==> src/rtl/jru_pkg.sv <==
package jru_pkg;
  localparam logic [2:0] CLS_WIDE   = 3'd5;
  localparam logic [2:0] CLS_NARROW = 3'd6;

  localparam logic [3:0] JC_ALWAYS = 4'd0;
  localparam logic [3:0] JC_EQ     = 4'd1;
  localparam logic [3:0] JC_GTU    = 4'd2;
  localparam logic [3:0] JC_GEU    = 4'd3;
  localparam logic [3:0] JC_TEST   = 4'd4;
  localparam logic [3:0] JC_NE     = 4'd5;
  localparam logic [3:0] JC_GTS    = 4'd6;
  localparam logic [3:0] JC_GES    = 4'd7;
  localparam logic [3:0] JC_CALL   = 4'd8;
  localparam logic [3:0] JC_EXIT   = 4'd9;
  localparam logic [3:0] JC_LTU    = 4'd10;
  localparam logic [3:0] JC_LEU    = 4'd11;
  localparam logic [3:0] JC_LTS    = 4'd12;
  localparam logic [3:0] JC_LES    = 4'd13;
  localparam logic [3:0] JC_LAST   = JC_LES;

  typedef struct packed {
    logic [3:0] code;
    logic       use_reg;
    logic       narrow;
    logic       illegal;
    logic       is_call;
    logic       is_exit;
    logic       is_always;
  } jdec_t;

  typedef struct packed {
    logic taken;
    logic call;
    logic ex;
    logic illegal;
  } jflags_t;
endpackage

==> src/rtl/jru_decode.sv <==
module jru_decode
  import jru_pkg::*;
(
  input  logic [7:0] opcode,
  output jdec_t      dec
);
  logic [2:0] cls;
  logic       cls_ok;
  logic       wide_only;
  logic       bad;

  always_comb begin
    cls       = opcode[2:0];
    cls_ok    = (cls == CLS_WIDE) || (cls == CLS_NARROW);
    wide_only = (opcode[7:4] == JC_ALWAYS) || (opcode[7:4] == JC_EXIT);
    bad       = !cls_ok || (opcode[7:4] > JC_LAST) ||
                ((cls == CLS_NARROW) && wide_only);

    dec.code      = opcode[7:4];
    dec.use_reg   = opcode[3];
    dec.narrow    = (cls == CLS_NARROW);
    dec.illegal   = bad;
    dec.is_call   = !bad && (opcode[7:4] == JC_CALL);
    dec.is_exit   = !bad && (opcode[7:4] == JC_EXIT);
    dec.is_always = !bad && (opcode[7:4] == JC_ALWAYS);
  end
endmodule

==> src/rtl/jru_compare.sv <==
module jru_compare
  import jru_pkg::*;
#(
  parameter int DATA_W   = 64,
  parameter int NARROW_W = 32,
  parameter int IMM_W    = 32
) (
  input  logic [3:0]        code,
  input  logic              narrow,
  input  logic              use_reg,
  input  logic [DATA_W-1:0] dst_val,
  input  logic [DATA_W-1:0] src_val,
  input  logic [IMM_W-1:0]  imm,
  output logic              hit
);
  localparam int PAD_W = DATA_W - NARROW_W;

  function automatic logic [DATA_W-1:0] sext_imm(input logic [IMM_W-1:0] v);
    return {{(DATA_W-IMM_W){v[IMM_W-1]}}, v};
  endfunction

  function automatic logic [DATA_W-1:0] low_zext(input logic [DATA_W-1:0] v);
    return {{PAD_W{1'b0}}, v[NARROW_W-1:0]};
  endfunction

  function automatic logic [DATA_W-1:0] low_sext(input logic [DATA_W-1:0] v);
    return {{PAD_W{v[NARROW_W-1]}}, v[NARROW_W-1:0]};
  endfunction

  function automatic logic relation(input logic [3:0] c, input logic eq,
                                    input logic ltu, input logic lts,
                                    input logic any_and);
    case (c)
      JC_EQ:   return eq;
      JC_NE:   return !eq;
      JC_TEST: return any_and;
      JC_GTU:  return !ltu && !eq;
      JC_GEU:  return !ltu;
      JC_LTU:  return ltu;
      JC_LEU:  return ltu || eq;
      JC_GTS:  return !lts && !eq;
      JC_GES:  return !lts;
      JC_LTS:  return lts;
      JC_LES:  return lts || eq;
      default: return 1'b0;
    endcase
  endfunction

  logic [DATA_W-1:0] opnd_b;
  logic [DATA_W-1:0] a_u, b_u, a_s, b_s;
  logic              is_eq, is_ltu, is_lts, is_and;

  assign opnd_b = use_reg ? src_val : sext_imm(imm);

  generate
    if (PAD_W > 0) begin : g_split
      assign a_u = narrow ? low_zext(dst_val) : dst_val;
      assign b_u = narrow ? low_zext(opnd_b)  : opnd_b;
      assign a_s = narrow ? low_sext(dst_val) : dst_val;
      assign b_s = narrow ? low_sext(opnd_b)  : opnd_b;
    end else begin : g_same
      assign a_u = dst_val;
      assign b_u = opnd_b;
      assign a_s = dst_val;
      assign b_s = opnd_b;
    end
  endgenerate

  always_comb begin
    is_eq  = (a_u == b_u);
    is_ltu = (a_u < b_u);
    is_lts = ($signed(a_s) < $signed(b_s));
    is_and = |(a_u & b_u);
    hit    = relation(code, is_eq, is_ltu, is_lts, is_and);
  end
endmodule

==> src/rtl/jru_target.sv <==
module jru_target #(
  parameter int PC_W  = 64,
  parameter int OFF_W = 16
) (
  input  logic [PC_W-1:0]  pc_in,
  input  logic [OFF_W-1:0] offset,
  output logic [PC_W-1:0]  seq_pc,
  output logic [PC_W-1:0]  br_pc
);
  function automatic logic [PC_W-1:0] widen_off(input logic [OFF_W-1:0] o);
    return {{(PC_W-OFF_W){o[OFF_W-1]}}, o};
  endfunction

  assign seq_pc = pc_in + {{(PC_W-1){1'b0}}, 1'b1};
  assign br_pc  = seq_pc + widen_off(offset);
endmodule

==> src/rtl/jmp_resolve_unit.sv <==
module jmp_resolve_unit
  import jru_pkg::*;
#(
  parameter int DATA_W   = 64,
  parameter int NARROW_W = 32,
  parameter int IMM_W    = 32,
  parameter int OFF_W    = 16,
  parameter int PC_W     = 64
) (
  input  logic              clk,
  input  logic              rst_n,
  input  logic              issue_valid,
  input  logic [7:0]        opcode,
  input  logic [DATA_W-1:0] dst_val,
  input  logic [DATA_W-1:0] src_val,
  input  logic [IMM_W-1:0]  imm,
  input  logic [OFF_W-1:0]  offset,
  input  logic [PC_W-1:0]   pc_in,
  output logic [PC_W-1:0]   next_pc,
  output logic              taken,
  output logic              call_req,
  output logic              exit_req,
  output logic              illegal
);
  jdec_t           dec;
  logic            cond_hit;
  logic            dec_illegal, dec_call, dec_exit, dec_uncond;
  logic [PC_W-1:0] seq_pc, br_pc, pc_d;
  jflags_t         fl_d, fl_q;
  logic [PC_W-1:0] pc_q;

  jru_decode u_dec (
    .opcode (opcode),
    .dec    (dec)
  );

  jru_compare #(
    .DATA_W   (DATA_W),
    .NARROW_W (NARROW_W),
    .IMM_W    (IMM_W)
  ) u_cmp (
    .code    (dec.code),
    .narrow  (dec.narrow),
    .use_reg (dec.use_reg),
    .dst_val (dst_val),
    .src_val (src_val),
    .imm     (imm),
    .hit     (cond_hit)
  );

  jru_target #(
    .PC_W  (PC_W),
    .OFF_W (OFF_W)
  ) u_tgt (
    .pc_in  (pc_in),
    .offset (offset),
    .seq_pc (seq_pc),
    .br_pc  (br_pc)
  );

  assign dec_illegal = dec.illegal;
  assign dec_call    = dec.is_call;
  assign dec_exit    = dec.is_exit;
  assign dec_uncond  = dec.is_always;

  always_comb begin
    fl_d.illegal = dec_illegal;
    fl_d.call    = dec_call;
    fl_d.ex      = dec_exit;
    fl_d.taken   = !dec_illegal && (dec_uncond || cond_hit);
    if (dec_illegal)     pc_d = pc_in;
    else if (fl_d.taken) pc_d = br_pc;
    else                 pc_d = seq_pc;
  end

  always_ff @(posedge clk or negedge rst_n) begin
    if (!rst_n) begin
      pc_q <= '0;
      fl_q <= '0;
    end else if (issue_valid) begin
      pc_q <= pc_d;
      fl_q <= fl_d;
    end else begin
      fl_q <= '0;
    end
  end

  assign next_pc  = pc_q;
  assign taken    = fl_q.taken;
  assign call_req = fl_q.call;
  assign exit_req = fl_q.ex;
  assign illegal  = fl_q.illegal;
endmodule

==> config.mk <==
export PLATFORM = sky130hd
export DESIGN_NAME = jmp_resolve_unit
export DESIGN_NICKNAME = d
export VERILOG_FILES = /design/src/rtl/jru_pkg.sv /design/src/rtl/jru_decode.sv /design/src/rtl/jru_compare.sv /design/src/rtl/jru_target.sv /design/src/rtl/jmp_resolve_unit.sv
export SDC_FILE = /design/constraint.sdc
export NUM_CORES = 1
export LEC_CHECK = 0
export ABC_CLOCK_PERIOD_IN_PS = 1830
export BUFFER_PORTS_ARGS = -buffer_cell sky130_fd_sc_hd__buf_4
export CAP_MARGIN = 10
export CORE_UTILIZATION = 50
export CTS_CLUSTER_SIZE = 30
export DETAILED_ROUTE_END_ITERATION = 16
export PLACE_DENSITY = 0.76
export SLEW_MARGIN = 5
export SYNTH_ARGS = -nofsm -noshare
export SYNTH_HDL_FRONTEND = slang
export SYNTH_HIERARCHICAL = 1
export SYNTH_SLANG_ARGS = --single-unit
==> constraint.sdc <==
create_clock -name clk -period 1.83 [get_ports clk]
set_input_delay 0 -clock clk [delete_from_list [all_inputs] [get_ports clk]]
set_output_delay 0 -clock clk [all_outputs]
set_load 0.1 [all_outputs]
Word-level counts from Yosys, hierarchy flattened --
Index checks and enable logic that the tools add are counted.
Word-level totals: register bits after elaboration 68, input bits 251, output and inout port bits 68, word-level logic and storage cells 57
Cells by class: add/sub/neg operators 2, $lt $le $gt $ge 3, equal/unequal tests 16, multiplexer cells 9, bitwise gates (word level) 1, reduce and logical (&&, ||, !) cells 21
Operator list (count):
- $mux W64 | 7
- $lt A64 B64 Y1 | 2
- $add A64 B1 Y64 const B | 1
- $add A64 B64 Y64 | 1
- $and A64 B64 Y64 | 1
- $eq A64 B64 Y1 | 1
- $reduce_or A64 Y1 | 1
- $eq A4 B4 Y1 const B | 6
- $eq A4 B3 Y1 const B | 4
- $pmux W1 S11 | 1
- $eq A4 B2 Y1 const B | 2
- $logic_and A1 B1 Y1 | 7
- $logic_or A1 B1 Y1 | 7
- $eq A3 B3 Y1 const B | 2
- $logic_not A1 Y1 | 5
- $eq A4 B1 Y1 const B | 1
- $gt A4 B4 Y1 const B | 1
- $logic_not A4 Y1 | 1
- $mux W4 | 1

Longest topological paths before layout --
depth after elaboration 11, mapped depth 24, depth with buffers taken out 21

By module --
Netlist, hierarchy kept.
By module, submodules not included:
- jru_target | instances 1, cells each 766, area each 5053.6 um2, sequential area each 0.0 um2
- jru_compare | instances 1, cells each 642, area each 4713.3 um2, sequential area each 0.0 um2
- jmp_resolve_unit | instances 1, cells each 358, area each 3673.5 um2, sequential area each 1701.6 um2
- jru_decode | instances 1, cells each 20, area each 156.4 um2, sequential area each 0.0 um2

Worst setup path after synthesis --
Ideal clock, no wire load.
path kind input to register, start input port pc_in[0], end register pc_q[58], in the netlist next_pc[58], arrival 4.229 ns, required time 1.706 ns, path slack -2.523 ns, cell stages on the path 21, buffers on the path 1, cell sequence ha_1 > nand2_1 > nor3_1 > nand3_1 > nor2_1 > nand3_1 > or2_2 > xnor2_1 > ha_1 > buf_2 > nand4_1 > or4_1 > or3_1 > a2111oi_1 > o31ai_1 > a211oi_1 > or3_1 > a21oi_1 > xnor2_1 > mux2i_1 > o21ai_1
On the way: longest elaborated chain between the ends 4
Ends and longest elaborated chain:
- from (decl) | line jmp_resolve_unit.sv:18 | input logic [PC_W-1:0] pc_in,
- $add A64 B1 Y64 | line jru_target.sv:14 | assign seq_pc = pc_in + {{(PC_W-1){1'b0}}, 1'b1};
- named net seq_pc[36] | line jmp_resolve_unit.sv:28 | logic [PC_W-1:0] seq_pc, br_pc, pc_d;
- $add A64 B64 Y64 | line jru_target.sv:15 | assign br_pc = seq_pc + widen_off(offset);
- named net br_pc[58] | line jmp_resolve_unit.sv:28
- $mux W64 | line jmp_resolve_unit.sv:72 | else if (fl_d.taken) pc_d = br_pc;
- $mux W64 | line jmp_resolve_unit.sv:71 | if (dec_illegal) pc_d = pc_in;
- to (signal assigned) | line jmp_resolve_unit.sv:81 | pc_q <= pc_d;
- to (decl) | line jmp_resolve_unit.sv:30 | logic [PC_W-1:0] pc_q;
The timed path passes the listed nets, and every way through them passes these cells. A chain may end at the register's enable or synchronous reset.

Worst setup path in the final report --
start input port pc_in[2], end register pc_q[45], in the netlist next_pc[45]
The elaborated chain is that of the path after synthesis.

==> impl_summary.md <==
Outcome
The flow ran to the end, but the final reports show violations. The checks that failed: negative hold slack, negative setup slack.

Clock tree
The clock buffer count from CTS is 9. CTS saw between 60 and 70 sinks. The clock-pin slew of the registers on the worst-case setup and hold paths is 0.07 ns. The source-to-sink clock delay at the later pin of the worst-skew pair is 0.36 ns. The root buffer selected by CTS is clkbuf_16. The CTS tree is done.

The number of buffers between clock root and the deepest sink is 2. The H-tree was split into 3 levels.

STA
Subtracting the final worst setup slack from the clock period gives approximately 4.5 ns. The worst clock skew is 0 ns. In the final timing run, aggregate negative setup slack is -129.22 ns. Setup repair after global routing could not meet its margin everywhere. The relative slew slack is between 40% and 50%. The final hold violation count is 2. The final setup slack of the worst path is -2.675 ns. The worst path uses 246.2% of the clock period. Derived from the worst setup path, the maximum achievable clock frequency is roughly 0.22 GHz. The number of pins with negative max-slew slack in the final report is 0. The final-layout worst hold slack is -0.01623 ns. The pin slew with the least headroom to its limit is 0.8861 ns. Setup violations remaining at the end of the flow were counted as 65.

Worst setup path
The kind of critical path is input pin to flip-flop. The setup check on the worst reg-to-reg path leaves a slack of around 0.80 ns. By instance count, the cell type seen most on the critical path is buf_4. The family of cells with the greatest summed delay on the critical path is compound AO/OA/AOI/OAI gates.

The library cell contributing the largest single delay on the critical path is a221oi_2. The worst setup path is captured at a flip-flop. The largest fanout on the critical path is 7. The critical path required time is 2.10 ns. STA classifies the critical path startpoint as an input pin. The critical path data arrival time is approximately 4.8 ns. The critical path goes through buf_4 -> nand3_1 -> nor3_2 -> nand3_2 -> buf_12 -> nor2_1 -> buf_4 -> nand4_1 -> xnor2_1 -> ha_1 -> buf_4 -> nand4_1 -> inv_1 -> a21oi_1 -> o211ai_1 -> a221oi_2 -> nand2_1 -> a21boi_1 -> xnor2_1 -> mux2i_4 -> o21ai_1.

The largest single stage delay on the critical path is slightly below 0.5 ns. Counting both buffers and inverters, the worst setup path holds a total of 5.

Logic synthesis
The synthesized netlist occupies a cell area of ~14000 µm². The portion of the post-synthesis area used by sequential elements is around an eighth. The most used flip-flop cell after synthesis is dfrtp_1. In this run, distinct cell masters in the synthesized netlist total 87. By area the synthesized netlist is led by ha_1 (21%), dfrtp_1 (13%), a21oi_1 (8.0%). The number of instances in the synthesized netlist is between 1500 and 2000. The largest area contributor in the synthesized netlist is ha_1. During synthesis, Yosys emitted a total of 6 warnings. The total nets after synthesis is 2266.

Counting flops with a built-in enable in the synthesized netlist gives 0. The synthesized design contains 68 register bits. Of all flip-flops after synthesis, the portion carrying an async set or reset was between 90% and 100%. Averaged over all synthesized cells, the footprint is between 7 and 8 µm².

The synthesized design devotes to its leading area cell type 20.98% of total area.

Hold path
The tightest min-delay check is of the input pin to flip-flop type.

Detailed routing
The first detailed-routing pass ran for 7 iterations. The number of design-rule violations left by the first detailed-router iteration is 2158. The routed via count is around 19000.

For this run, design rule violations remaining after detail routing come to 0. The count of nets left with antenna violations once routing finished came out at 0. The per-cell routed wire length is 21.84 µm. The per-cell via count in the routed design is around 6.3. The aggregate routed wire length is between 60 and 70 mm.

Global route
The global routing met3 resource utilization is 6.345%. For met2 alone, demand over resource in global routing was 71.29%. The met1 demand-to-capacity share in global routing is around 47%. The global route total overflow is 0. The number of antenna violations at the first check in global routing is 8.

The via count of the first global-routing pass is 17820. The global-route wire length before repair is 90.60 mm. For this run, the total global-route usage over all layers was measured as about two fifths. The largest net degree at the start of global routing is 42. After global routing, the most crowded layer is met2.

Placement
The setup slack after placement is -2.668 ns. The placer's final routability congestion estimate is 0.9601. The count of port buffers added during placement is 318. The placed wire-length estimate is 42.95 mm.

Finish
Of the cells placed in the final design, the portion with a size suffix greater than 1 is between 40% and 50%. The count of filler cells inserted in the layout is roughly 1300. The relative area change from synthesis to final layout is 67.91%. The final layout net count is around 3100. In the layout the commonest cells are buf_4 (857), ha_1 (214), a21oi_1 (182), nand2_1 (131), nor2b_1 (104). Leaving out fill and tap cells, the most frequent cell in the layout is buf_4.

Power and ir drop
The total power per unit cell area is about 600 nW/µm². The leakage power is ~11 nW. The peak supply drop is roughly 680 µV.

Die
In this run the standard cell core region covers around 26000 µm². The initialized floorplan defines 59 standard-cell rows. The starting density of the core is between 50% and 60%. The die is between 150 and 200 µm tall. The die boundary width is 166.9 µm. ~320 I/O pins were placed. The die covers 27860 µm².

Flow run
The reported max-cap violation count is 0.
## stage by stage
step	instance area [µm²]	hold slack, ns	total power [mW]	cells	util (%)
2_1_floorplan	13840	-0.2956	6.668	1786	-
3_5_place_dp	20180	-0.01630	9.673	2863	76.57
6_report	22830	-0.01623	13.32	2991	86.63
4_1_cts	21960	0.0009243	12.44	2957	83.31
3_3_place_gp	20180	-0.02188	9.496	2863	76.57
5_1_grt	22830	-0.001553	13.78	2991	86.63
## registers in the layout (all words and copies together) (netlist names)
signal	cells
illegal	1
exit_req	1
taken	1
next_pc	64
call_req	1
## worst min-delay path: stages
cell	delay, ns
buf_6	0.07
buf_4	0.10
a21oi_1	0.05
o21ai_1	0.07
## cells by family after synthesis
group | after synthesis | synth area share, %
XOR/XNOR | 126 | 8.172
adder cells (fa/ha/maj) | 229 | 21.13
AND/OR/NAND/NOR | 571 | 22.07
flip-flops | 68 | 12.51
multiplexers | 97 | 7.187
buffers and inverters | 189 | 6.552
AO/OA/AOI/OAI | 506 | 22.38
## Yosys cell counts (all sizes together), types with 37 or more instances
cell type,count
nand2,134
mux2i,95
a21o,72
nor2,112
clkbuf,56
nand4,61
a21oi,218
o21ai,121
buf,37
nand3,41
dfrtp,68
xor2,44
nor2b,106
xnor2,82
inv,96
ha,228
## what timing repair did
| action | in CTS | in global routing |
|---|---|---|
| pin swaps | 61 | 74 |
| resized for setup | 141 | 155 |
| setup endpoints to repair | 65 | 65 |
| hold buffers | 20 | 0 |
| endpoints found under the hold margin | 52 | 0 |
| gates cloned | 8 | 0 |
| setup buffers | 52 | 39 |
## power by group
group | leakage [nW] | internal [mW] | switching [mW]
clock | 0.152 | 1.19 | 0.809
sequential | 0.838 | 1.72 | 0.142
combinational | 10.5 | 3.99 | 5.47
total | 11.5 | 6.90 | 6.42
## layer usage
| metal | vias to the layer above | routed length (µm) | part of all wire [%] |
|---|---|---|---|
| met5 | - | 0 | 0 |
| met4 | 0 | 5214 | 8.0 |
| met3 | 461 | 6200 | 9.5 |
| met2 | 1384 | 30190 | 46 |
| met1 | 8802 | 23710 | 36 |
| li1 | 8104 | - | - |
## worst paths after layout
path                                  start     endpoint  cells past startpoint
worst max-delay path               pc_in[2]  next_pc[45]                     21
worst min-delay path               pc_in[6]   next_pc[6]                      4
worst max register to register  next_pc[40]  next_pc[40]                      3
worst min register to register   next_pc[0]   next_pc[0]                      3
max in group asynchronous             rst_n  next_pc[14]                      3
min in group asynchronous             rst_n  next_pc[49]                      2
## layout make-up
type	instances	area, µm²	area share [%]
tap	335	419.2	1.836
timing repair buffer	940	7660	33.55
sequential	68	1702	7.453
antenna	8	20.02	0.08769
multi-input combinational	1529	12350	54.09
clock inverter	6	90.09	0.3946
inverter	96	365.4	1.600
clock buffer	9	225.2	0.9865
(Power assumes the default switching activity.)
